<file path="src/rtl/bbt_pkg.sv">
package bbt_pkg;
    localparam logic [7:0] ERASED_BYTE = 8'hFF;

    typedef enum logic [0:0] {
        ST_IDLE = 1'b0,
        ST_READ = 1'b1
    } walk_st_t;
endpackage

</file>
<file path="src/rtl/bbt_walker.sv">
module bbt_walker
    import bbt_pkg::*;
#(
    parameter int NUM_BLOCKS    = 512,
    parameter int PAGES_PER_BLK = 16,
    parameter int COL_W         = 10,
    parameter int MARK_COL      = 517
) (
    input  logic                                           clk,
    input  logic                                           rst_n,
    input  logic                                           start_i,
    input  logic                                           rd_ack_i,
    input  logic [7:0]                                     rd_data_i,
    output logic                                           busy_o,
    output logic                                           done_o,
    output logic                                           rd_req_o,
    output logic [$clog2(NUM_BLOCKS)+$clog2(PAGES_PER_BLK)-1:0] rd_row_o,
    output logic [COL_W-1:0]                               rd_col_o,
    output logic                                           clr_o,
    output logic                                           set_o,
    output logic [$clog2(NUM_BLOCKS)-1:0]                  set_idx_o
);
    localparam int BLK_W = $clog2(NUM_BLOCKS);
    localparam int PG_W  = $clog2(PAGES_PER_BLK);
    localparam logic [BLK_W-1:0] LAST_BLK = BLK_W'(NUM_BLOCKS - 1);
    localparam logic [PG_W-1:0]  PG_SECOND = PG_W'(1);

    typedef struct packed {
        walk_st_t         st;
        logic [BLK_W-1:0] blk;
        logic [PG_W-1:0]  pg;
        logic             done;
    } walk_t;

    walk_t r_d, r_q;
    logic  mark_bad;

    always_comb begin
        r_d      = r_q;
        r_d.done = 1'b0;
        clr_o    = 1'b0;
        set_o    = 1'b0;
        mark_bad = (rd_data_i != ERASED_BYTE);
        case (r_q.st)
            ST_IDLE: begin
                if (start_i) begin
                    clr_o  = 1'b1;
                    r_d.st = ST_READ;
                    r_d.blk = BLK_W'(1);
                    r_d.pg = '0;
                end
            end
            ST_READ: begin
                if (rd_ack_i) begin
                    if (mark_bad) set_o = 1'b1;
                    if (mark_bad || (r_q.pg == PG_SECOND)) begin
                        r_d.pg = '0;
                        if (r_q.blk == LAST_BLK) begin
                            r_d.st   = ST_IDLE;
                            r_d.done = 1'b1;
                        end else begin
                            r_d.blk = r_q.blk + BLK_W'(1);
                        end
                    end else begin
                        r_d.pg = PG_SECOND;
                    end
                end
            end
            default: r_d.st = ST_IDLE;
        endcase
    end

    always_ff @(posedge clk or negedge rst_n) begin
        if (!rst_n) begin
            r_q <= '{st: ST_IDLE, blk: '0, pg: '0, done: 1'b0};
        end else begin
            r_q <= r_d;
        end
    end

    assign busy_o    = (r_q.st == ST_READ);
    assign done_o    = r_q.done;
    assign rd_req_o  = (r_q.st == ST_READ);
    assign rd_row_o  = {r_q.blk, r_q.pg};
    assign rd_col_o  = COL_W'(MARK_COL);
    assign set_idx_o = r_q.blk;

    AST_REQ_HOLD: assert property (@(posedge clk) disable iff (!rst_n)
        rd_req_o && !rd_ack_i |=> rd_req_o && $stable(rd_row_o));
    AST_NO_BLK0: assert property (@(posedge clk) disable iff (!rst_n)
        rd_req_o |-> (rd_row_o[BLK_W+PG_W-1:PG_W] != '0));
    AST_PAGE_LIMIT: assert property (@(posedge clk) disable iff (!rst_n)
        rd_req_o |-> (rd_row_o[PG_W-1:0] <= PG_SECOND));
    AST_DONE_PULSE: assert property (@(posedge clk) disable iff (!rst_n)
        done_o |=> !done_o);
    AST_START_IGNORED: assert property (@(posedge clk) disable iff (!rst_n)
        busy_o && start_i && !rd_ack_i |=> busy_o);
endmodule

</file>
<file path="src/rtl/bbt_bitmap.sv">
module bbt_bitmap #(
    parameter int NUM_BLOCKS = 512,
    parameter int CNT_W      = 10
) (
    input  logic                          clk,
    input  logic                          rst_n,
    input  logic                          clr_i,
    input  logic                          set_i,
    input  logic [$clog2(NUM_BLOCKS)-1:0] set_idx_i,
    input  logic [$clog2(NUM_BLOCKS)-1:0] q_idx_i,
    output logic                          q_bad_o,
    output logic [CNT_W-1:0]              cnt_o
);
    localparam logic [CNT_W-1:0] CNT_MAX = '1;

    logic [NUM_BLOCKS-1:0] tbl_d, tbl_q;
    logic [CNT_W-1:0]      cnt_d, cnt_q;

    always_comb begin
        tbl_d = tbl_q;
        cnt_d = cnt_q;
        if (clr_i) begin
            tbl_d = '0;
            cnt_d = '0;
        end else if (set_i) begin
            tbl_d[set_idx_i] = 1'b1;
            if (cnt_q != CNT_MAX) cnt_d = cnt_q + CNT_W'(1);
        end
    end

    always_ff @(posedge clk or negedge rst_n) begin
        if (!rst_n) begin
            tbl_q <= '0;
            cnt_q <= '0;
        end else begin
            tbl_q <= tbl_d;
            cnt_q <= cnt_d;
        end
    end

    assign q_bad_o = tbl_q[q_idx_i];
    assign cnt_o   = cnt_q;

    AST_CNT_MONO: assert property (@(posedge clk) disable iff (!rst_n)
        !clr_i |=> cnt_o >= $past(cnt_o));
    AST_CNT_CLEAR: assert property (@(posedge clk) disable iff (!rst_n)
        clr_i |=> cnt_o == '0);
    AST_CNT_HOLD: assert property (@(posedge clk) disable iff (!rst_n)
        !clr_i && !set_i |=> $stable(cnt_o));
endmodule

</file>
<file path="src/rtl/bbt_builder.sv">
module bbt_builder #(
    parameter int NUM_BLOCKS    = 512,
    parameter int PAGES_PER_BLK = 16,
    parameter int COL_W         = 10,
    parameter int SPARE_BASE    = 512,
    parameter int MARK_OFS      = 5,
    parameter int CNT_W         = 10
) (
    input  logic                                                clk,
    input  logic                                                rst_n,
    input  logic                                                start_i,
    output logic                                                busy_o,
    output logic                                                done_o,
    output logic                                                rd_req_o,
    output logic [$clog2(NUM_BLOCKS)+$clog2(PAGES_PER_BLK)-1:0] rd_row_o,
    output logic [COL_W-1:0]                                    rd_col_o,
    input  logic                                                rd_ack_i,
    input  logic [7:0]                                          rd_data_i,
    input  logic [$clog2(NUM_BLOCKS)-1:0]                       q_blk_i,
    output logic                                                q_bad_o,
    output logic [CNT_W-1:0]                                    bad_cnt_o
);
    localparam int BLK_W    = $clog2(NUM_BLOCKS);
    localparam int MARK_COL = SPARE_BASE + MARK_OFS;

    logic             clr_w, set_w;
    logic [BLK_W-1:0] set_idx_w;

    bbt_walker #(
        .NUM_BLOCKS   (NUM_BLOCKS),
        .PAGES_PER_BLK(PAGES_PER_BLK),
        .COL_W        (COL_W),
        .MARK_COL     (MARK_COL)
    ) walker_i (
        .clk      (clk),
        .rst_n    (rst_n),
        .start_i  (start_i),
        .rd_ack_i (rd_ack_i),
        .rd_data_i(rd_data_i),
        .busy_o   (busy_o),
        .done_o   (done_o),
        .rd_req_o (rd_req_o),
        .rd_row_o (rd_row_o),
        .rd_col_o (rd_col_o),
        .clr_o    (clr_w),
        .set_o    (set_w),
        .set_idx_o(set_idx_w)
    );

    bbt_bitmap #(
        .NUM_BLOCKS(NUM_BLOCKS),
        .CNT_W     (CNT_W)
    ) bitmap_i (
        .clk      (clk),
        .rst_n    (rst_n),
        .clr_i    (clr_w),
        .set_i    (set_w),
        .set_idx_i(set_idx_w),
        .q_idx_i  (q_blk_i),
        .q_bad_o  (q_bad_o),
        .cnt_o    (bad_cnt_o)
    );
endmodule

</file>
<file path="config.mk">
export PLATFORM = sky130hd
export DESIGN_NAME = bbt_builder
export DESIGN_NICKNAME = d
export VERILOG_FILES = /design/src/rtl/bbt_pkg.sv /design/src/rtl/bbt_walker.sv /design/src/rtl/bbt_bitmap.sv /design/src/rtl/bbt_builder.sv
export SDC_FILE = /design/constraint.sdc
export NUM_CORES = 1
export LEC_CHECK = 0
export BUFFER_PORTS_ARGS = -buffer_cell sky130_fd_sc_hd__buf_2
export CAP_MARGIN = 20
export CELL_PAD_IN_SITES_DETAIL_PLACEMENT = 1
export CELL_PAD_IN_SITES_GLOBAL_PLACEMENT = 1
export CORE_ASPECT_RATIO = 0.6
export CORE_UTILIZATION = 54
export CTS_CLUSTER_SIZE = 14
export DETAILED_ROUTE_END_ITERATION = 7
export PLACE_DENSITY_LB_ADDON = 0.15
export SYNTH_ARGS = -nofsm -noshare
export SYNTH_HDL_FRONTEND = slang
export SYNTH_SLANG_ARGS = --single-unit
</file>
<file path="constraint.sdc">
create_clock -name clk -period 6.4 [get_ports clk]
set_input_delay 0.96 -clock clk [delete_from_list [all_inputs] [get_ports clk]]
set_output_delay 0.96 -clock clk [all_outputs]
set_load 0.03 [all_outputs]
</file>
Yosys cells after proc, flatten, opt, wreduce, memory -nomap -nowiden
Index checks and enable logic that the tools add are counted.
Word-level totals
  bits of input ports: 21
  output and inout port bits: 37
  bits in registers: 537
  word-level logic and storage cells: 52
Cells by class
  muxes and demuxes: 24
  order comparisons: 3
  add/sub/neg operators: 2
  reduce and logical (&&, ||, !) cells: 7
  eq/ne operators: 8
  bitwise logic cells: 2
Operators with widths (number)
  2-to-1 mux 512 bit: 2
  OR 512 bit: 1
  2-to-1 mux 10 bit: 4
  case mux 14 bit (2 select lines): 1
  < comparator 9 x 10 -> 1 bit, second input constant: 2
  2-to-1 mux 15 bit: 1
  2-to-1 mux 14 bit: 1
  2-to-1 mux 1 bit: 12
  adder 10 x 1 -> 10 bit, second input constant: 1
  inequality test 10 bit, second input constant: 1
  adder 9 x 1 -> 9 bit, second input constant: 1
  binary-select mux 1 bit (select 9 bit): 1
  demux 1 bit (select 9 bit): 1
  == test 9 bit, second input constant: 1
  greater-or-equal comparator 9 x 1 -> 1 bit, second input constant: 1
  2-to-1 mux 9 bit: 1
  inequality test 2 bit, second input constant: 4
  inequality test 8 bit, second input constant: 1
  == test 4 x 1 -> 1 bit, second input constant: 1
  AND reduction 2 bit: 2
  AND reduction 4 bit: 1
  nonzero test 2 bit: 2
  logical AND 1 bit: 1
  logical OR 1 bit: 1
  NOT 1 bit: 1

Depth between registers and ports, before layout
Gate-level depths: netlist of the first run.
  word-level depth: 7
  mapped depth: 11
  gate-level depth less buffers: 8

Modules after synthesis
Synthesis of the first run repeated with hierarchy kept, for this count alone.
Second synthesis, totals
  cells, all modules: 2330
  area total of the unflattened synthesis: 23998.0 um^2
By module, submodules not included
  bbt_bitmap: instances 1, area an instance 23125.9 um^2, seq. area each 13062.5 um^2, cells an instance 2234
  bbt_walker: instances 1, area an instance 872.1 um^2, seq. area each 300.3 um^2, cells an instance 96

Worst setup path after synthesis of the first run
OpenSTA, ideal clock, no wires.
  kind: in2out
  start: input q_blk_i[1]
  end: output q_bad_o
  stages on the path: 9
  path slack: 2.443 ns
  buffers on the path: 2
  data required time: 5.440 ns
  arrival: 2.997 ns
  path through: buf_2 > nand2b_4 > buf_4 > o221ai_1 > o22ai_1 > o21ai_0 > a21oi_1 > or4b_1 > o2111ai_1
On the way
  longest elaborated chain between the ends: 2
RTL lines
  from (decl): line bbt_builder.sv:19  | input logic [$clog2(NUM_BLOCKS)-1:0] q_blk_i,
  binary-select mux 1 bit (select 9 bit): line bbt_bitmap.sv:41  | assign q_bad_o = tbl_q[q_idx_i];
  2-to-1 mux 1 bit (implied by the code): line bbt_bitmap.sv:41
  to (decl): line bbt_builder.sv:20  | output logic q_bad_o,
No other way between the ends. The select of a mux whose other input is x is not followed.

Final worst setup path of the first run
Ends and elaborated chain as after synthesis.

==> results of run 1 <==
[state kept, by name, indices dropped and copies added (netlist names)]
register            cells
bitmap_i.tbl_q        512
bitmap_i.cnt_o         10
walker_i.set_idx_o      9
walker_i.busy_o         1
walker_i.done_o         1
walker_i.rd_row_o       1
[Yosys cell counts, types with 15 or more instances]
cell type	instances	share of area [%]
mux2i_1	117	4.8
dfrtp_1	534	55
mux4_2	55	5.1
a31oi_1	21	0.54
nand3_1	15	0.31
o21ai_0	21	0.43
a21oi_1	532	11
o22ai_1	23	0.59
clkbuf_1	167	2.6
nor2_1	576	8.9
mux4_1	17	1.8
buf_4	16	0.50
and3_1	17	0.44
o221ai_1	52	1.9
[critical path, stage by stage]
cell	delay, ps
buf_4	490
nand2_2	570
buf_4	490
o221ai_1	270
o22ai_1	130
o21ai_0	550
a21oi_1	170
nand4b_1	250
o2111ai_1	210
buf_2	270
[area by class of cell]
cell class	count	area, um2
timing repair buffer	102	848
clock inverter	14	156
multi-input combinational	1571	9640
clock buffer	76	1500
inverter	8	30.0
fill	4660	17500
antenna	2	5.00
tap	579	724
sequential	534	13400
[stage by stage]
stage	total power, W	instances	util (%)	cell area (um2)	hold slack (ps)
final	0.00770	2886	60.0	26300	383
after global routing	0.00791	2884	60.0	26300	476
after CTS	0.00767	2857	59.4	26000	467
after detailed placement	0.00465	2767	55.6	24300	480
after global placement	0.00460	2762	55.4	24300	468
after floorplan	0.00425	2339	-	24300	454
[path summary, 6_finish.rpt]
path | cells after the start | slack, ps | to
hold / removal | 1 | 380 | walker_i.done_o
hold reg to reg | 2 | 490 | bitmap_i.tbl_q[346]
max in group asynchronous | 2 | 4640 | bitmap_i.tbl_q[328]
setup / recovery | 10 | 1020 | q_bad_o
setup reg to reg | 4 | 3490 | bitmap_i.tbl_q[91]
min in group clk | 2 | 490 | bitmap_i.tbl_q[346]
[metal layers]
| metal | part of all wire [%] | track usage [%] | wire length, um | up-vias |
|---|---|---|---|---|
| met5 | 0 | 0 | 0 | - |
| met2 | 45 | 53.4 | 36100 | 875 |
| met1 | 43 | 52.6 | 34700 | 10200 |
| li1 | - | - | - | 8026 |
| met4 | 3.0 | 10.2 | 2380 | 0 |
| met3 | 9.0 | 7.63 | 7280 | 174 |
[power groups by stage]
stage	combinational, W	sequential (W)	clock, W
floorplan	0.000529	0.00372	0
global placement	0.000909	0.00369	0
detailed placement	0.000951	0.00370	0
CTS	0.000961	0.00365	0.00307
global route	0.00105	0.00366	0.00320
finish	0.000996	0.00365	0.00306
[cell families after synthesis]
group           after synthesis
other cells                   2
buf+inv                     234
simple gates                668
xor+xnor                     10
fa+ha+maj                     6
flops                       534
compound gates              684
mux                         190
==> impl_metrics.csv, run 1 <==
group,metric,value,unit
run_status,status,"finished, final reports clean",
clock_tree,clock_sinks,534,
placement,dp_slack,1190,ps
placement,hpwl,46300,um
finish,mostFrequentLayoutCells,"nor2_1 (574), dfrtp_1 (534), a21oi_1 (532), mux2i_1 (117), mux4_2 (55)",
clock_tree,cts_setup_buffers,0,
clock_tree,cts_resized,0,
synth,synth_fa_ha_area_share,0.310,%
pwr,power_frac_comb,12.9,%
pwr,swShare,28.7,%
finish,drive_gt1_share,11.4,%
clock_tree,worstSkewPairLatency,610,ps
route,dr_total_vias,19300,
timing,rsz0062_at_grt,"no",
timing,max_freq,186,MHz
placement,routabilityCongestion,0.834,
timing,worstMarginPinSlew,1230,ps
clock_tree,cts_tree,"yes",
synth,synth_area_per_cell,10.4,um2
clock_tree,clk_path_buf_depth,3,
timing,period_share,84.1,%
route,antenna_left,0,
setup_path,setup.worst_path.start,"q_blk_i[1]",
setup_path,worstPathArrival,4420,ps
synth,syn_inst,2328,
setup_path,cp.required,5440,ps
global_route,overflow,0,
pwr,power.internal,0.00549,W
timing,fin_crit,5380,ps
flow_run,maxCapViolCount,0,
synth,synth-compound-area-share,15.8,%
synth,ys.flop_type,"dfrtp_1",
synth,ys.warnings.count,0,
route,wl,80500,um
clock_tree,hold_buffers,0,
floorplanning,core_area,43800,um2
route,post_drt_via_cell_ratio,6.67,
synth,synthMuxAreaShare,11.8,%
setup_path,reg2reg_from,"walker_i.set_idx_o[3]",
floorplanning,pin_count,58,
global_route,grt_pass1_vias,19900,
synth,synthArstFlopShare,100,%
route,drtIter0Drc,2366,
placement,io_buffers,44,
synth,yosys.area_share.simple,11.1,%
timing,fin_ws,1020,ps
global_route,grtUsageTotal,35.6,%
synth,synth.distinct_cells,60,
route,dr.pass1.iters,5,
floorplanning,start_util,55.3,%
floorplanning,die_width,275,um
synth,synth_edf_count,0,
setup_path,endpoint_kind,"output port",
timing,setup_viol,0,
synth,synth_top_family_by_area,"compound AO/OA/AOI/OAI gates",
pwr,vdd.ir_drop.worst,0.000220,V
timing,hold_violations,0,
synth,netlist_area,24200,um2
timing,relSlewSlack,18.0,%
timing,drv_slew,0,
timing,finalSetupTns,0,ps
setup_path,crit_path_start_kind,"input pin",
synth,synth_xor_xnor_area_share,0.362,%
pwr,p_sw,0.00221,W
setup_path,crit_path_max_fanout,38,
hold_path,hold_path.class,"input pin to asynchronous set/reset pin",
finish,nets,2294,
floorplanning,dieArea,45700,um2
timing,final.setup_skew,31.7,ps
clock_tree,htreeDepth,2,
pwr,p_per_area,293,nW/um2
synth,yosys_register_bits,534,
synth,ys_seq_area_share,55.2,%
pwr,leakage,13.0,nW
route,wire_per_inst,27.9,um
finish,final_common_cell,"nor2_1",
clock_tree,cts_buffers,50,
clock_tree,path_clk_slew,70,ps
pwr,p_seq_share,47.4,%
route,drc,0,
finish,area_growth,8.47,%
floorplanning,row_count,59,
global_route,antenna_found_initial,2,
setup_path,crit_type,"input pin to output port",
clock_tree,root_buffer,"clkbuf_16",
global_route,grt_pass1_wl,123000,um
pwr,clkPwrFrac,39.7,%
floorplanning,die_y,166,um
global_route,grt_max_degree,193,
Power figures use the tool's default switching activity.
==> run 2: changes to the inputs <==
--- a/config.mk
+++ b/config.mk
@@ -10,7 +10,7 @@
 export CELL_PAD_IN_SITES_DETAIL_PLACEMENT = 1
 export CELL_PAD_IN_SITES_GLOBAL_PLACEMENT = 1
 export CORE_ASPECT_RATIO = 0.6
-export CORE_UTILIZATION = 54
+export CORE_UTILIZATION = 50
 export CTS_CLUSTER_SIZE = 14
 export DETAILED_ROUTE_END_ITERATION = 7
 export PLACE_DENSITY_LB_ADDON = 0.15
==> constraint.sdc (replaced) <==
create_clock -name clk -period 4.98 [get_ports clk]
set_input_delay 0.747 -clock clk [delete_from_list [all_inputs] [get_ports clk]]
set_output_delay 0.747 -clock clk [all_outputs]
set_load 0.03 [all_outputs]
==> run 2 against run 1 <==
Die area grew 7.9%. Routed wire length fell by 0.28%. Register-to-register slack got worse by 1400 ps. Flip-flop and latch count unchanged. Combinational power is 28% higher. Clock skew shrank 8.7 ps. Sequential power grew 28%. Sequential share of layout area is 0.63 points lower. Via count down 1.4%. Setup slack got worse by 170 ps. Cell area increased by 1.3%. Power grew 30%. Critical path type unchanged. Critical endpoint unchanged. Highest routed layer unchanged.
==> impl_metrics.csv, run 2 (synthesis results as in run 1) <==
group,metric,value,unit
timing,period_share,83.0,%
global_route,grtUsageTotal,33.2,%
clock_tree,worstSkewPairLatency,600,ps
timing,drv_slew,0,
route,dr_total_vias,19000,
setup_path,endpoint_kind,"output port",
finish,area_growth,9.83,%
floorplanning,pin_count,58,
route,dr.pass1.iters,5,
pwr,p_seq_share,47.0,%
placement,io_buffers,44,
timing,finalSetupTns,0,ps
floorplanning,start_util,50.7,%
finish,largest_reg_flops,512,
route,post_drt_via_cell_ratio,6.42,
finish,drive_gt1_share,12.0,%
floorplanning,row_count,62,
route,drtIter0Drc,1712,
clock_tree,clock_sinks,534,
placement,hpwl,46300,um
finish,nFillCells,5116,
pwr,power.internal,0.00717,W
setup_path,crit_type,"input pin to output port",
timing,setup_viol,0,
global_route,grt_pass1_wl,123000,um
finish,multi_input_area,9640,um2
route,antenna_left,0,
global_route,met1_usage,48.0,%
global_route,overflow,0,
clock_tree,cts_tree,"yes",
pwr,power_frac_comb,12.7,%
timing,fin_crit,4130,ps
route,wl,80200,um
finish,nets,2307,
clock_tree,path_clk_slew,70,ps
clock_tree,root_buffer,"clkbuf_16",
floorplanning,core_area,47800,um2
run_status,status,"finished, final reports clean",
clock_tree,hold_buffers,0,
global_route,use_met3,6.87,%
route,wire_per_inst,27.1,um
global_route,grt_pass1_vias,19600,
timing,final.setup_skew,23.0,ps
timing,hold_violations,0,
pwr,finalPower,0.00999,W
flow_run,maxCapViolCount,0,
global_route,antenna_found_initial,0,
clock_tree,htreeDepth,2,
setup_path,cp.required,4230,ps
finish,final_common_cell,"nor2_1",
finish,register_area,13400,um2
setup_path,crit_path_max_fanout,32,
floorplanning,die_width,286,um
timing,relSlewSlack,16.8,%
timing,rsz0062_at_grt,"no",
setup_path,crit_path_start_kind,"input pin",
timing,worstMarginPinSlew,1250,ps
floorplanning,dieArea,49300,um2
placement,routabilityCongestion,0.827,
finish,top_register,"bitmap_i.tbl_q",
pwr,p_per_area,376,nW/um2
setup_path,worstPathArrival,3390,ps
finish,mostFrequentLayoutCells,"nor2_1 (574), dfrtp_1 (534), a21oi_1 (532), mux2i_1 (117), mux4_2 (55)",
timing,max_freq,242,MHz
clock_tree,clk_path_buf_depth,3,
route,drc,0,
pwr,p_sw,0.00282,W
global_route,grt_max_degree,205,
pwr,leakage,13.1,nW
hold_path,hold_path.class,"input pin to asynchronous set/reset pin",
pwr,clkPwrFrac,40.3,%
clock_tree,cts_setup_buffers,0,
timing,whs,157,ps
global_route,met2_usage,51.2,%
pwr,swShare,28.3,%
floorplanning,die_y,172,um
global_route,busiest_layer,"met2",
clock_tree,cts_resized,0,
pwr,vdd.ir_drop.worst,0.000259,V
clock_tree,cts_buffers,50,
run 2: cell types whose count changed in the layout (fill, tap and decap cells not counted), sizes merged:
cell	previous run	this run
buf	101	113
clkbuf	77	79
clkinvlp	1	0
bufinv	2	3
clkinv	12	9
run 2: per-stage QoR:
step / instance area (um2) / std cells / utilization (%) / setup WS, ps
6_report: 26600 / 2958 / 55.7 / 848
5_1_grt: 26600 / 2956 / 55.6 / 737
4_1_cts: 26300 / 2927 / 55.0 / 844
3_5_place_dp: 24600 / 2839 / 51.4 / 861
3_3_place_gp: 24600 / 2839 / 51.4 / 893
2_1_floorplan: 24300 / 2339 / - / 1450
run 2: power by group through the flow:
stage                     Sequential [W]  Clock, W  Combinational [W]
after floorplan                  0.00479         0           0.000680
after global placement           0.00475         0            0.00118
after detailed placement         0.00476         0            0.00122
after CTS                        0.00469   0.00408            0.00122
after global routing             0.00471   0.00423            0.00135
final                            0.00469   0.00403            0.00127
run 2: worst max-delay path: stages:
cell	delay [ps]
buf_8	320
buf_12	310
mux2i_1	130
o221ai_1	230
o22ai_1	130
nor2_1	290
nor2_1	60
or4b_1	530
o2111ai_1	310
buf_2	260
run 2: routing by layer:
metal / vias up / part of all wire (%)
met1: 10100 / 44
met4: 0 / 2.3
met5: - / 0
met2: 731 / 45
li1: 8067 / -
met3: 126 / 8.1
run 2: area by class of cell:
cell class	instances	share of cell area, %
well taps	640	3.01
flip-flops and latches	534	50.2
diodes	2	0.0188
clock buffers	77	5.84
inverters	8	0.113
multi-input cells	1571	36.2
clock inverters	11	0.574
repair buffers	115	3.95
run 2: path summary, 6_finish.rpt:
path | start | to | slack [ps] | cells after the start
min in group clk | start_i | walker_i.busy_o | 410 | 3
max in group asynchronous | rst_n | walker_i.done_o | 3570 | 2
worst max register to register | walker_i.set_idx_o[0] | bitmap_i.tbl_q[76] | 2080 | 7
worst max-delay path | q_blk_i[0] | q_bad_o | 850 | 10
worst min register to register | bitmap_i.tbl_q[360] | bitmap_i.tbl_q[360] | 490 | 2
worst min-delay path | rst_n | bitmap_i.tbl_q[185] | 160 | 1
